==> src/rtl/mmap_pkg.sv <==
package mmap_pkg;
    typedef enum logic [3:0] {
        TGT_ROM_FIX  = 4'd0,
        TGT_ROM_SW   = 4'd1,
        TGT_VRAM     = 4'd2,
        TGT_XRAM     = 4'd3,
        TGT_CLKREG   = 4'd4,
        TGT_WRAM_FIX = 4'd5,
        TGT_WRAM_SW  = 4'd6,
        TGT_SPRITE   = 4'd7,
        TGT_IO       = 4'd8,
        TGT_HRAM     = 4'd9,
        TGT_IE       = 4'd10,
        TGT_NONE     = 4'd15
    } tgt_e;

    typedef enum logic {
        DS_CLEAN = 1'b0,
        DS_DIRTY = 1'b1
    } dirty_st_e;

    localparam logic [7:0] FILL_BYTE = 8'hFF;
endpackage

==> src/rtl/wram_bank_reg.sv <==
module wram_bank_reg #(
    parameter int WB_W  = 3,
    parameter int DIN_W = 8
) (
    input  logic             clk,
    input  logic             rst_n,
    input  logic             ld,
    input  logic [DIN_W-1:0] din,
    output logic [WB_W-1:0]  bank
);
    localparam logic [WB_W-1:0] BANK_ONE = WB_W'(1);

    logic [WB_W-1:0] low_bits;
    assign low_bits = din[WB_W-1:0];

    always_ff @(posedge clk or negedge rst_n) begin
        if (!rst_n) begin
            bank <= BANK_ONE;
        end else if (ld) begin
            bank <= (low_bits == '0) ? BANK_ONE : low_bits;
        end
    end

    AST_BANK_NONZERO: assert property (@(posedge clk) disable iff (!rst_n)
        bank != '0);
    AST_BANK_ZERO_REMAP: assert property (@(posedge clk) disable iff (!rst_n)
        (ld && low_bits == '0) |=> (bank == BANK_ONE));
endmodule

==> src/rtl/region_decode.sv <==
module region_decode
    import mmap_pkg::*;
#(
    parameter int OFS_W  = 14,
    parameter int WB_W   = 3,
    parameter int VB_W   = 1,
    parameter int BANK_W = 3
) (
    input  logic [15:0]       addr,
    input  logic [1:0]        vid_mode,
    input  logic              clk_sel,
    input  logic              xram_en,
    input  logic [WB_W-1:0]   wram_bank,
    input  logic [VB_W-1:0]   vram_bank,
    output tgt_e              tgt,
    output logic [OFS_W-1:0]  ofs,
    output logic [BANK_W-1:0] bank
);
    always_comb begin
        tgt  = TGT_NONE;
        ofs  = '0;
        bank = '0;
        unique case (addr[15:12])
            4'h0, 4'h1, 4'h2, 4'h3: begin
                tgt = TGT_ROM_FIX;
                ofs = OFS_W'(addr[13:0]);
            end
            4'h4, 4'h5, 4'h6, 4'h7: begin
                tgt = TGT_ROM_SW;
                ofs = OFS_W'(addr[13:0]);
            end
            4'h8, 4'h9: begin
                tgt  = TGT_VRAM;
                ofs  = OFS_W'(addr[12:0]);
                bank = BANK_W'(vram_bank);
            end
            4'hA, 4'hB: begin
                if (clk_sel) begin
                    tgt = TGT_CLKREG;
                    ofs = OFS_W'(addr[12:0]);
                end else if (xram_en) begin
                    tgt = TGT_XRAM;
                    ofs = OFS_W'(addr[12:0]);
                end
            end
            4'hC, 4'hE: begin
                tgt = TGT_WRAM_FIX;
                ofs = OFS_W'(addr[11:0]);
            end
            4'hD: begin
                tgt  = TGT_WRAM_SW;
                ofs  = OFS_W'(addr[11:0]);
                bank = BANK_W'(wram_bank);
            end
            4'hF: begin
                if (addr < 16'hFE00) begin
                    tgt  = TGT_WRAM_SW;
                    ofs  = OFS_W'(addr[11:0]);
                    bank = BANK_W'(wram_bank);
                end else if (addr < 16'hFEA0) begin
                    if (!vid_mode[1]) begin
                        tgt = TGT_SPRITE;
                        ofs = OFS_W'(addr[7:0]);
                    end
                end else if (addr < 16'hFF00) begin
                    tgt = TGT_NONE;
                end else if (addr < 16'hFF80) begin
                    tgt = TGT_IO;
                    ofs = OFS_W'(addr[6:0]);
                end else if (addr != 16'hFFFF) begin
                    tgt = TGT_HRAM;
                    ofs = OFS_W'(addr[6:0]);
                end else begin
                    tgt = TGT_IE;
                end
            end
        endcase
    end
endmodule

==> src/rtl/dirty_fsm.sv <==
module dirty_fsm
    import mmap_pkg::*;
(
    input  logic clk,
    input  logic rst_n,
    input  logic set_req,
    input  logic clr_req,
    output logic dirty
);
    dirty_st_e state_q, state_d;

    always_ff @(posedge clk or negedge rst_n) begin
        if (!rst_n) state_q <= DS_CLEAN;
        else        state_q <= state_d;
    end

    always_comb begin
        state_d = state_q;
        unique case (state_q)
            DS_CLEAN: if (set_req)              state_d = DS_DIRTY; // MARK
            DS_DIRTY: if (clr_req && !set_req)  state_d = DS_CLEAN; // WIPE
        endcase
    end

    always_comb begin
        unique case (state_q)
            DS_CLEAN: dirty = 1'b0;
            DS_DIRTY: dirty = 1'b1;
        endcase
    end

    AST_DIRTY_HOLD: assert property (@(posedge clk) disable iff (!rst_n)
        (dirty && !clr_req) |=> dirty);
    AST_DIRTY_SET: assert property (@(posedge clk) disable iff (!rst_n)
        set_req |=> dirty);
endmodule

==> src/rtl/mmap_decoder.sv <==
module mmap_decoder
    import mmap_pkg::*;
#(
    parameter int OFS_W = 14,
    parameter int WB_W  = 3,
    parameter int VB_W  = 1,
    parameter int DIN_W = 8
) (
    input  logic              clk,
    input  logic              rst_n,
    input  logic [15:0]       addr,
    input  logic              rd,
    input  logic              wr,
    input  logic [1:0]        vid_mode,
    input  logic              clk_sel,
    input  logic              xram_en,
    input  logic [VB_W-1:0]   vram_bank,
    input  logic              wbank_ld,
    input  logic [DIN_W-1:0]  wbank_din,
    input  logic              dirty_clr,
    output logic [3:0]        tgt,
    output logic [OFS_W-1:0]  ofs,
    output logic [2:0]        bank,
    output logic              tgt_rd,
    output logic              tgt_wr,
    output logic              ctrl_wr,
    output logic              dflt_valid,
    output logic [7:0]        dflt_data,
    output logic [WB_W-1:0]   wram_bank,
    output logic              xram_dirty
);
    localparam int BANK_W = 3;

    tgt_e              tgt_sel;
    logic [BANK_W-1:0] bank_sel;
    logic              is_rom, no_tgt, xram_win;

    wram_bank_reg #(.WB_W(WB_W), .DIN_W(DIN_W)) u_bank (
        .clk(clk), .rst_n(rst_n), .ld(wbank_ld), .din(wbank_din), .bank(wram_bank)
    );

    region_decode #(.OFS_W(OFS_W), .WB_W(WB_W), .VB_W(VB_W), .BANK_W(BANK_W)) u_dec (
        .addr(addr), .vid_mode(vid_mode), .clk_sel(clk_sel), .xram_en(xram_en),
        .wram_bank(wram_bank), .vram_bank(vram_bank),
        .tgt(tgt_sel), .ofs(ofs), .bank(bank_sel)
    );

    assign xram_win = (addr[15:13] == 3'b101);

    dirty_fsm u_dirty (
        .clk(clk), .rst_n(rst_n), .set_req(wr && xram_win), .clr_req(dirty_clr),
        .dirty(xram_dirty)
    );

    assign is_rom     = !addr[15];
    assign no_tgt     = (tgt_sel == TGT_NONE);
    assign tgt        = tgt_sel;
    assign bank       = bank_sel;
    assign ctrl_wr    = wr && is_rom;
    assign tgt_wr     = wr && !is_rom && !no_tgt;
    assign tgt_rd     = rd && !no_tgt;
    assign dflt_valid = no_tgt;
    assign dflt_data  = no_tgt ? FILL_BYTE : 8'h00;

    AST_ROM_CTRL: assert property (@(posedge clk) disable iff (!rst_n)
        (wr && addr < 16'h8000) |-> (ctrl_wr && !tgt_wr));
    AST_SPRITE_GATE: assert property (@(posedge clk) disable iff (!rst_n)
        (addr >= 16'hFE00 && addr < 16'hFEA0 && vid_mode[1]) |-> (dflt_valid && !tgt_wr && !tgt_rd));
    AST_HOLE_FILL: assert property (@(posedge clk) disable iff (!rst_n)
        (addr >= 16'hFEA0 && addr < 16'hFF00) |-> (dflt_valid && dflt_data == 8'hFF && !tgt_wr));
    AST_SW_BANK: assert property (@(posedge clk) disable iff (!rst_n)
        (addr[15:12] == 4'hD) |-> (bank == BANK_W'(wram_bank)));
endmodule

==> config.mk <==
export PLATFORM = sky130hd
export DESIGN_NAME = mmap_decoder
export DESIGN_NICKNAME = d
export VERILOG_FILES = /design/src/rtl/mmap_pkg.sv /design/src/rtl/wram_bank_reg.sv /design/src/rtl/region_decode.sv /design/src/rtl/dirty_fsm.sv /design/src/rtl/mmap_decoder.sv
export SDC_FILE = /design/constraint.sdc
export NUM_CORES = 1
export LEC_CHECK = 0
export BUFFER_PORTS_ARGS = -buffer_cell sky130_fd_sc_hd__buf_2
export CAP_MARGIN = 30
export CORE_ASPECT_RATIO = 1.2
export CORE_MARGIN = 8
export CORE_UTILIZATION = 35
export CTS_CLUSTER_SIZE = 20
export DETAILED_ROUTE_END_ITERATION = 7
export PLACE_DENSITY_LB_ADDON = 0.3
export SLEW_MARGIN = 0
export SYNTH_ARGS = -nofsm -noshare
export SYNTH_HDL_FRONTEND = slang
export SYNTH_SLANG_ARGS = --single-unit
==> constraint.sdc <==
create_clock -name clk -period 2.5 [get_ports clk]
set_input_delay 0.25 -clock clk [delete_from_list [all_inputs] [get_ports clk]]
set_output_delay 0.25 -clock clk [all_outputs]
set_load 0.01 [all_outputs]
# --- Word level (Yosys, flattened, before mapping) ---
# Cells that the tools add are included.
totals:
  register_bits: 4
  latchBits: 0
  mem_bits_rw: 0
  mem_bits_ro: 0
  n_memories: 0
classes:
  addsub: 0
  multipliers: 0
  div_mod_pow: 0
  n_lt_le_gt_ge: 4
  eq_ne: 18
  shift: 0
  muxes: 26
  bitwise: 1
  reduce_logical: 18
op_table:
  columns: ["op", "count"]
  rows:
  - ["14-bit two-way mux", 5]
  - ["14-bit one-hot mux with 5 select lines", 1]
  - ["16-bit less-than comparator, second input constant", 4]
  - ["4-bit equality test, second input constant", 9]
  - ["4-bit two-way mux", 7]
  - ["4-bit one-hot mux with 7 select lines", 1]
  - ["4-bit by 3-bit equality test with 1-bit output, second input constant", 4]
  - ["8-bit two-way mux", 2]
  - ["16-bit != test, second input constant", 1]
  - ["13-bit two-way mux", 1]
  - ["3-bit one-hot mux with 3 select lines", 1]
  - ["4-bit by 2-bit equality test with 1-bit output, second input constant", 2]
  - ["4-bit OR reduction", 2]
  - ["8-bit OR reduction", 1]
  - ["7-bit two-way mux", 1]
  - ["1-bit logical AND", 6]
  - ["3-bit two-way mux", 2]
  - ["2-bit OR reduction", 3]
  - ["4-bit by 1-bit equality test with 1-bit output, second input constant", 1]
  - ["4-bit logical NOT", 1]
  - ["1-bit one-hot mux with 2 select lines", 2]
  - ["3-bit equality test, second input constant", 1]
  - ["1-bit logical NOT", 3]
  - ["3-bit logical NOT", 1]
  - ["other kinds (4)", 5]

# --- Logic depth before layout (Yosys ltp) ---
# Gate-level depths: netlist (run 1).
depth:
  depth_word: 10
  mapped_depth: 6
  mapped_depth_nobuf: 4

# --- Hierarchy ---
# A second synthesis (run 1) with hierarchy kept.
hier_totals:
  cells_unflattened: 76
  area_unflattened_um2: 600.6
modules_own_cells:
  columns: ["module", "n_inst", "cells_each", "area_per_inst_um2", "seq_area_each_um2"]
  rows:
  - ["region_decode", 1, 51, 347.8, 0.0]
  - ["wram_bank_reg", 1, 8, 117.6, 76.3]
  - ["mmap_decoder", 1, 14, 98.8, 0.0]
  - ["dirty_fsm", 1, 3, 36.3, 25.0]

# --- Worst setup path after synthesis (run 1) ---
# OpenSTA, ideal clock, no wires.
synth_timing:
  path_kind: "input-to-output"
  from: "in addr[14]"
  to: "out dflt_data[0]"
  t_arrival_ns: 1.308
  setup_slack_ns: 0.942
  cell_stages: 5
  cell_sequence: "buf_4 -> nor4_4 -> o221ai_2 -> inv_1 -> buf_4"
synth_via:
  elab_chain_cells: 9
  elab_cells_between_ends: 34
  classes_between: "4 x order compare; 17 x eq/ne; 7 x mux; 6 x reduce/logical"
synth_lines:
  columns: ["item", "line_no", "source"]
  rows:
  - ["start, declared", "mmap_decoder.sv:11", "input logic [15:0] addr,"]
  - ["branches (longest 6 deep; another with 16-bit less-than comparator)", null, null]
  - ["4-bit one-hot mux with 7 select lines (*)", "region_decode.sv:23", "unique case (addr[15:12])"]
  - ["4-bit equality test (*)", "mmap_decoder.sv:56", "assign no_tgt = (tgt_sel == TGT_NONE);"]
  - ["via dflt_valid", "mmap_decoder.sv:27", "output logic dflt_valid,"]
  - ["8-bit two-way mux (*)", "mmap_decoder.sv:63", "assign dflt_data = no_tgt ? FILL_BYTE : 8'h00;"]
  - ["end, declared", "mmap_decoder.sv:28", "output logic [7:0] dflt_data,"]
# Mark *: on every way through the listed nets, which the timed path passes.

# --- Worst setup path in the final report (run 1) ---
layout_timing:
  from: "in addr[14]"
  to: "out dflt_data[4]"
layout_via:
  elab_chain_cells: 9
  elab_cells_between_ends: 34
  classes_between: "4 x order compare; 17 x eq/ne; 7 x mux; 6 x reduce/logical"
layout_lines:
  columns: ["item", "line_no"]
  rows:
  - ["branches (longest 6 deep; another with 16-bit less-than comparator)", null]
  - ["4-bit one-hot mux with 7 select lines (*)", "region_decode.sv:23"]
  - ["4-bit equality test (*)", "mmap_decoder.sv:56"]
  - ["8-bit two-way mux (*)", "mmap_decoder.sv:63"]
# Every way passes the cells marked *.

==> results by group, run 1 <==
Run status
  • Outcome: completed

STA
  • Final worst path period need: 1.659 ns
  • Slew HR: 75.16%
  • Endpoints failing hold: 0
  • TNS Setup: 0 ns
  • Worst Setup Slack, final: 0.8410 ns
  • Max Clk Rate: 602.8 MHz
  • RSZ-0062 raised after global routing: false
  • Slew at the pin closest to its max-slew limit: 0.3687 ns
  • Tcrit/Tclk final: about two thirds
  • Max-slew violation count: 0
  • Worst clock skew: 0 ns
  • Final setup fails: 0

Die
  • # rows: 16
  • Core Region: 1622 µm²
  • Vert. Die Dim: 61.47 µm
  • Top-level I/O count: 72
  • Die width: ~54 µm
  • Die area: 3313 µm²
  • Starting Density: approximately 37%

Synthesis
  • Synth area leaders: and2_1 15%, buf_4 12%, dfrtp_1 12%
  • Most frequent cell after synthesis: and2_1
  • Seq/Total Area, Yosys: 16.80%
  • Async set-reset flop share out of synthesis: between 90% and 100%
  • Netlist cell types: 28
  • Post-synth EDFFs: 0
  • Mapped Cells: between 70 and 80
  • Post-synth top flop: dfrtp_1
  • Synth Area per Inst: 7.732 µm²
  • Yosys warnings: 0
  • Syn Nets: 113
  • Yosys reg bits: 4
  • Synth top area share: 14.52%
  • Post-Syn Area: 603.1 µm²
  • Synth cell count leaders: 14 x and2_1, 10 x buf_4, 9 x nor2_1
  • Post-synth top area cell: and2_1

Global route
  • Met1 Use GR: 11.37%
  • Gr ovfl total: 0
  • Global Route met3 Usage: 3.382%
  • Largest net degree at the start of global routing: 13
  • Met2 GRT Util: 23.05%
  • GR Util All Layers: a little under an eighth
  • Most Used Layer, Global Route: met2
  • Number of antenna violations at the first check in global routing: 0
  • First-pass GRT wire length: 3139 µm
  • Vias in the first global route: around 770

Power
  • Internal Dissipation: 0.0001897 W
  • Peak VDD IR: between 0.2 and 0.3 mV
  • Pwr dens: 315.1 nW/µm²
  • Switching part of the total: about a third
  • Power share of the clock group: 30.6%
  • Logic gate share of total power: 43.1%
  • Sequential share of power: 26.3%
  • Static leakage: 0.5198 nW
  • Switching power: 0.00009766 W

Hold path
  • Hold endpoint: u_dirty.state_q
  • Hold path startpoint: dirty_clr
  • Worst Hold Class: input port to register
  • Hold Path Depth: 2

Layout
  • Inserted Diodes: 0
  • Post-route insts no fill: 156
  • P&R area growth vs syn: 51.24%
  • Layout cells sized above 1: 56.52%
  • Nets: 174
  • Final instance area: between 900 and 1000 µm²
  • Final core occ: 56.25%

Clocking
  • Post-CTS Setup Bufs: 0
  • CTS buffer count: 3
  • Post-CTS resize count: 0
  • Clock sink count: 4
  • CTS HTree Levels: 1
  • Clock latency on the worst-skew pair: roughly 0.23 ns
  • Max clock buf depth: 2
  • Clock-pin transition on the worst setup and hold timing paths: ~0.030 ns
  • CTS tree: yes
  • CTS Root Cell: clkbuf_4

Placed design
  • GP Congestion: ~0.77
  • Placed Area: 875.8 µm²
  • Post-DP HPWL: approximately 1800 µm
  • IO buf count: 65
  • Placed Cells: 151
  • Dpl ws: 0.8350 ns

Detailed routing
  • DR vias/cell: 4.949
  • DR WL/cell: 13.24 µm
  • Initial DRT Pass Iterations: 4
  • Final ANT Viol Nets: 0
  • 1st-iter DRT viols: 13
  • Post-Route WL: 2065 µm
  • Vias after detailed routing: around 770
  • Residual DRC count: 0

Setup path
  • Worst Setup Start Kind: input port
  • Worst-path fanout max: 10
  • Worst Reg-to-Reg Cells: 1
  • R2r endpoint: u_bank.bank[2]
  • CP startpoint: addr[14]
  • Worst EP required: between 2 and 2.5 ns
  • Reg2Reg Launch Point: u_bank.bank[2]
  • Arr. time, crit path: 1.41 ns
  • Critical path endpoint category: output port
  • Reg-to-reg setup timing slack: 1.73 ns
  • Crit Path Category: input port to output port

Run
  • Max-cap violations: 0
==> worst max-delay path, cell delays in order <==
cell	delay, ns
buf_2	0.21
nand3_2	0.16
a211oi_4	0.30
o221ai_2	0.15
inv_1	0.17
buf_2	0.16
==> worst max-delay path by stage <==
stage / cells after the start / end / slack, ns
finish: 6 / dflt_data[4] / 0.84
floorplan: 5 / dflt_data[0] / 0.94
CTS: 6 / dflt_data[4] / 0.84
global route: 6 / dflt_data[2] / 0.72
detailed placement: 6 / dflt_data[4] / 0.84
global placement: 6 / tgt_wr / 0.86
==> final cells by class <==
type / count / area, µm²
timing repair buffer: 66 / 335.3
inverter: 6 / 22.52
clock buffer: 4 / 26.28
fill: 156 / 709.4
tap: 18 / 22.52
multi-input combinational: 58 / 404.1
sequential: 4 / 101.3
==> power by group through the flow <==
| stage | Sequential, W | Clock [W] | Combinational, W |
|---|---|---|---|
| after detailed placement | 0.0000765 | 0 | 0.000124 |
| after global placement | 0.0000761 | 0 | 0.000122 |
| after global routing | 0.0000763 | 0.0000938 | 0.000137 |
| after floorplan | 0.0000790 | 0 | 0.0000584 |
| after CTS | 0.0000757 | 0.0000929 | 0.000126 |
| final | 0.0000756 | 0.0000880 | 0.000124 |
==> cell usage in the layout, fill, tap and decap left out <==
cell,count
and3b_1,1
clkbuf_1,1
and3_1,4
nor2b_1,1
nor4_4,1
clkbuf_4,3
and2_1,14
a211oi_4,1
nand3_2,1
o21a_1,1
inv_1,6
nand4_1,3
o2111ai_1,1
o22a_1,1
dfstp_2,1
a211oi_1,1
dlygate4sd3_1,1
nor2_1,9
and4_4,1
nor3_1,1
o21ai_0,4
o21ai_2,1
o221ai_2,1
dfrtp_1,3
nand2_1,1
mux2_2,2
a31oi_1,1
a32o_1,1
buf_2,65
a21oi_1,5
nand4_2,1
==> per-layer routing <==
layer	share of wire [%]	wire, µm
met5	0	0
met1	33	680
met2	51	1059
met3	15	305
met4	0.92	19
==> cells by family after synthesis <==
family | synth area share, %
simple gates | 40.45
buf+inv | 16.18
mux | 3.734
flops | 16.81
compound gates | 22.82
==> registers in the layout, summed over array words and instances, names as in the netlist <==
register / count
u_bank.bank: 3
u_dirty.state_q: 1
==> what timing repair did <==
action	in CTS	in global routing
setup endpoints to repair	0	0
hold buffers	1	0
endpoints found under the hold margin	4	0
==> per-stage QoR <==
step                total power, W  hold slack (ns)
floorplan                0.0001374         -0.04559
global placement         0.0001977          0.05716
detailed placement       0.0002003          0.05996
CTS                      0.0002944           0.2023
global route             0.0003072           0.2245
finish                   0.0002874           0.2065
Note: power is estimated with default switching activity, not from simulation.
==> run 2, diff against run 1 <==
- ABC_AREA: not set -> 1
- CORE_UTILIZATION: 35 -> 31
- clock period: 2.5 -> 1.4 ns (I/O delays scaled with it)
==> run 2 against run 1 <==
Via count rose by 16%. Sequential power rose by 77%. Count of clock-buffer cells in the layout did not move. Cell count rose by 35%. Non-clock buffer count rose by 1. Sequential cell count did not move. Synthesized cell count rose by 53%. Global-route usage fell by 0.10 points. Register-to-register slack got worse by 1.2 ns.
==> results by group, run 2 <==
STA
  • TNS Setup: 0 ns (unchanged)
  • Tcrit/Tclk final: 92.09%
  • Final setup fails: 0 (unchanged)
  • Worst clock skew: 0 ns (unchanged)
  • Endpoints failing hold: 0 (unchanged)
  • Slew HR: 83.07% (+7.9 points)
  • Final worst path period need: 1.289 ns
  • Slew at the pin closest to its max-slew limit: 0.2513 ns (-0.1173 ns)
  • Hold WS: 0.08547 ns (-0.1211 ns)
  • Max-slew violation count: 0 (unchanged)
  • Max Clk Rate: a little under 800 MHz
  • RSZ-0062 raised after global routing: false

Clocking
  • Clock latency on the worst-skew pair: 0.24 ns (about the same)
  • CTS HTree Levels: 1 (unchanged)
  • Clock sink count: 4 (unchanged)
  • Post-CTS Setup Bufs: 0 (unchanged)
  • CTS Root Cell: clkbuf_4
  • CTS buffer count: 3 (unchanged)
  • Max clock buf depth: 2 (unchanged)
  • Clock-pin transition on the worst setup and hold timing paths: 0.05 ns (+0.02 ns)
  • CTS tree: yes

Layout
  • Max reg flops: 3 (unchanged)
  • Post-route insts no fill: 210 (+35%)
  • Inserted Diodes: 0 (unchanged)
  • Most frequent cells in the layout: 65 x buf_2, 25 x inv_1, 24 x nand2_1
  • Leading cell type in the layout, fill and taps excluded: buf_2
  • Layout cells sized above 1: 44.44% (-12 points)
  • Biggest register: u_bank.bank
  • Top Registers: u_bank.bank x3, u_dirty.state_q x1
  • Final-layout fill cell count: 226 (+45%)
  • P&R area growth vs syn: 48.50%
  • Nets: 216 (+24%)

Synthesis
  • Synth Area per Inst: 5.615 µm² (-27%)
  • Synth top area share: 14.04% (-0.48 points)
  • Async set-reset flop share out of synthesis: 100.0% (unchanged)
  • Most frequent cell after synthesis: inv_1
  • Yosys warnings: 0 (unchanged)
  • Post-synth EDFFs: 0 (unchanged)
  • Netlist cell types: 19 (-32%)
  • Yosys reg bits: 4 (unchanged)
  • Syn Nets: 154 (+36%)
  • Seq/Total Area, Yosys: 15.17% (-1.6 points)
  • Synth area leaders: inv_1 14%, nand2_1 13%, dfrtp_1 11%
  • Mapped Cells: 119 (+53%)
  • Synth cell count leaders: 25 x inv_1, 24 x nand2_1, 17 x nor2_1
  • Post-Syn Area: 668.1 µm² (+11%)
  • Post-synth top area cell: inv_1
  • Post-synth top flop: dfrtp_1

Hold path
  • Worst Hold Class: input port to register
  • Hold Path Depth: 2 (unchanged)

Detailed routing
  • Vias after detailed routing: 898 (+16%)
  • DR vias/cell: 4.276 (-14%)
  • Residual DRC count: 0 (unchanged)
  • 1st-iter DRT viols: 10 (-3)
  • DR WL/cell: 11.38 µm (-14%)
  • Initial DRT Pass Iterations: 4 (unchanged)
  • Final ANT Viol Nets: 0 (unchanged)
  • Post-Route WL: 2389 µm (+16%)

Die
  • Starting Density: 32.60% (-4.6 points)
  • Die width: 58.38 µm (+8.3%)
  • Top-level I/O count: 72 (unchanged)
  • Core Region: 2049 µm² (+26%)
  • Die area: 3903 µm² (+18%)
  • # rows: 18 (+2)
  • Vert. Die Dim: 66.86 µm (+8.8%)

Placed design
  • Post-DP HPWL: 2133 µm (+18%)
  • IO buf count: 65 (unchanged)
  • GP Congestion: 0.8521 (+11%)
  • Placed Cells: 205 (+36%)

Setup path
  • Worst-path fanout max: 12 (+2)
  • Arr. time, crit path: 1.15 ns (-0.26 ns)
  • Worst Reg-to-Reg Cells: 2 (+1)
  • Worst Setup Start Kind: input port
  • Crit Path Category: input port to output port
  • Critical path endpoint category: output port
  • Worst EP required: 1.26 ns (-0.99 ns)

Global route
  • GR Util All Layers: 11.83% (-0.10 points)
  • Vias in the first global route: 940 (+22%)
  • Largest net degree at the start of global routing: 13 (unchanged)
  • Number of antenna violations at the first check in global routing: 0 (unchanged)
  • Gr ovfl total: 0 (unchanged)
  • First-pass GRT wire length: 3712 µm (+18%)

Power
  • Static leakage: 0.6435 nW (+24%)
  • Peak VDD IR: 0.4366 mV (+72%)
  • Pwr dens: 545.5 nW/µm² (+73%)

Run
  • Max-cap violations: 0 (unchanged)

Run status
  • Outcome: completed
run 2: cell families (layout without fill, tap and decap cells):
kind of cell | after synthesis | after routing | synth area share (%)
simple gates | 57 | 57 | 40.26
buf+inv | 37 | 98 | 27.53
compound gates | 21 | 21 | 17.04
flops | 4 | 4 | 15.17
run 2: stage by stage:
stage               util [%]  total power, W  area [µm²]  setup slack [ns]
floorplan                  -       0.0002565       668.1            0.2165
global placement       46.64       0.0003699       955.9           0.09509
detailed placement     46.64       0.0003770       955.9           0.02617
CTS                    48.41       0.0005537       992.2           0.02630
global route           48.41       0.0005802       992.2         0.0008415
finish                 48.41       0.0005413       992.2            0.1108
run 2: area by class of cell:
class	instances	area, µm²	share of cell area [%]
Clock buffer	4	26.28	2.648
Sequential cell	4	101.3	10.21
Timing Repair Buffer	67	342.8	34.55
Multi-Input combinational cell	78	382.9	38.59
Tap cell	30	37.54	3.783
Inverter	27	101.3	10.21
run 2: path summary, 6_finish.rpt:
| path | start | end | slack [ns] |
|---|---|---|---|
| max | addr[14] | dflt_data[2] | 0.11 |
| min | dirty_clr | u_dirty.state_q | 0.09 |
| max reg2reg | u_bank.bank[0] | u_bank.bank[0] | 0.49 |
| min reg2reg | u_dirty.state_q | u_dirty.state_q | 0.54 |
| max in group asynchronous | rst_n | u_bank.bank[0] | 0.96 |
| min in group asynchronous | rst_n | u_bank.bank[1] | 0.22 |
run 2: report_power, final:
part           total, W  internal, W  switching (W)
Sequential     0.000134     0.000128     0.00000579
Combinational  0.000241     0.000101       0.000139
Clock          0.000167     0.000108      0.0000592
run 2: critical path, cell delays in order:
cell,delay [ns]
buf_2,0.13
inv_1,0.07
nand2_1,0.07
nor2_1,0.12
nand3_1,0.10
nand2_2,0.20
nand2_2,0.08
inv_2,0.10
buf_2,0.14
run 2: layer usage:
layer	part of all wire, %	track usage, %	vias up
met4	0.92	5.521	0
met3	15	6.936	2
met5	0	0	-
met2	52	22.65	43
met1	33	9.190	375
li1	-	-	478
run 2: repair_timing:
action / 4_1_cts / 5_1_grt
setup endpoints to repair: 0 / 4
resized for setup: 0 / 1
endpoints found under the hold margin: 4 / 0
hold buffers: 1 / 0
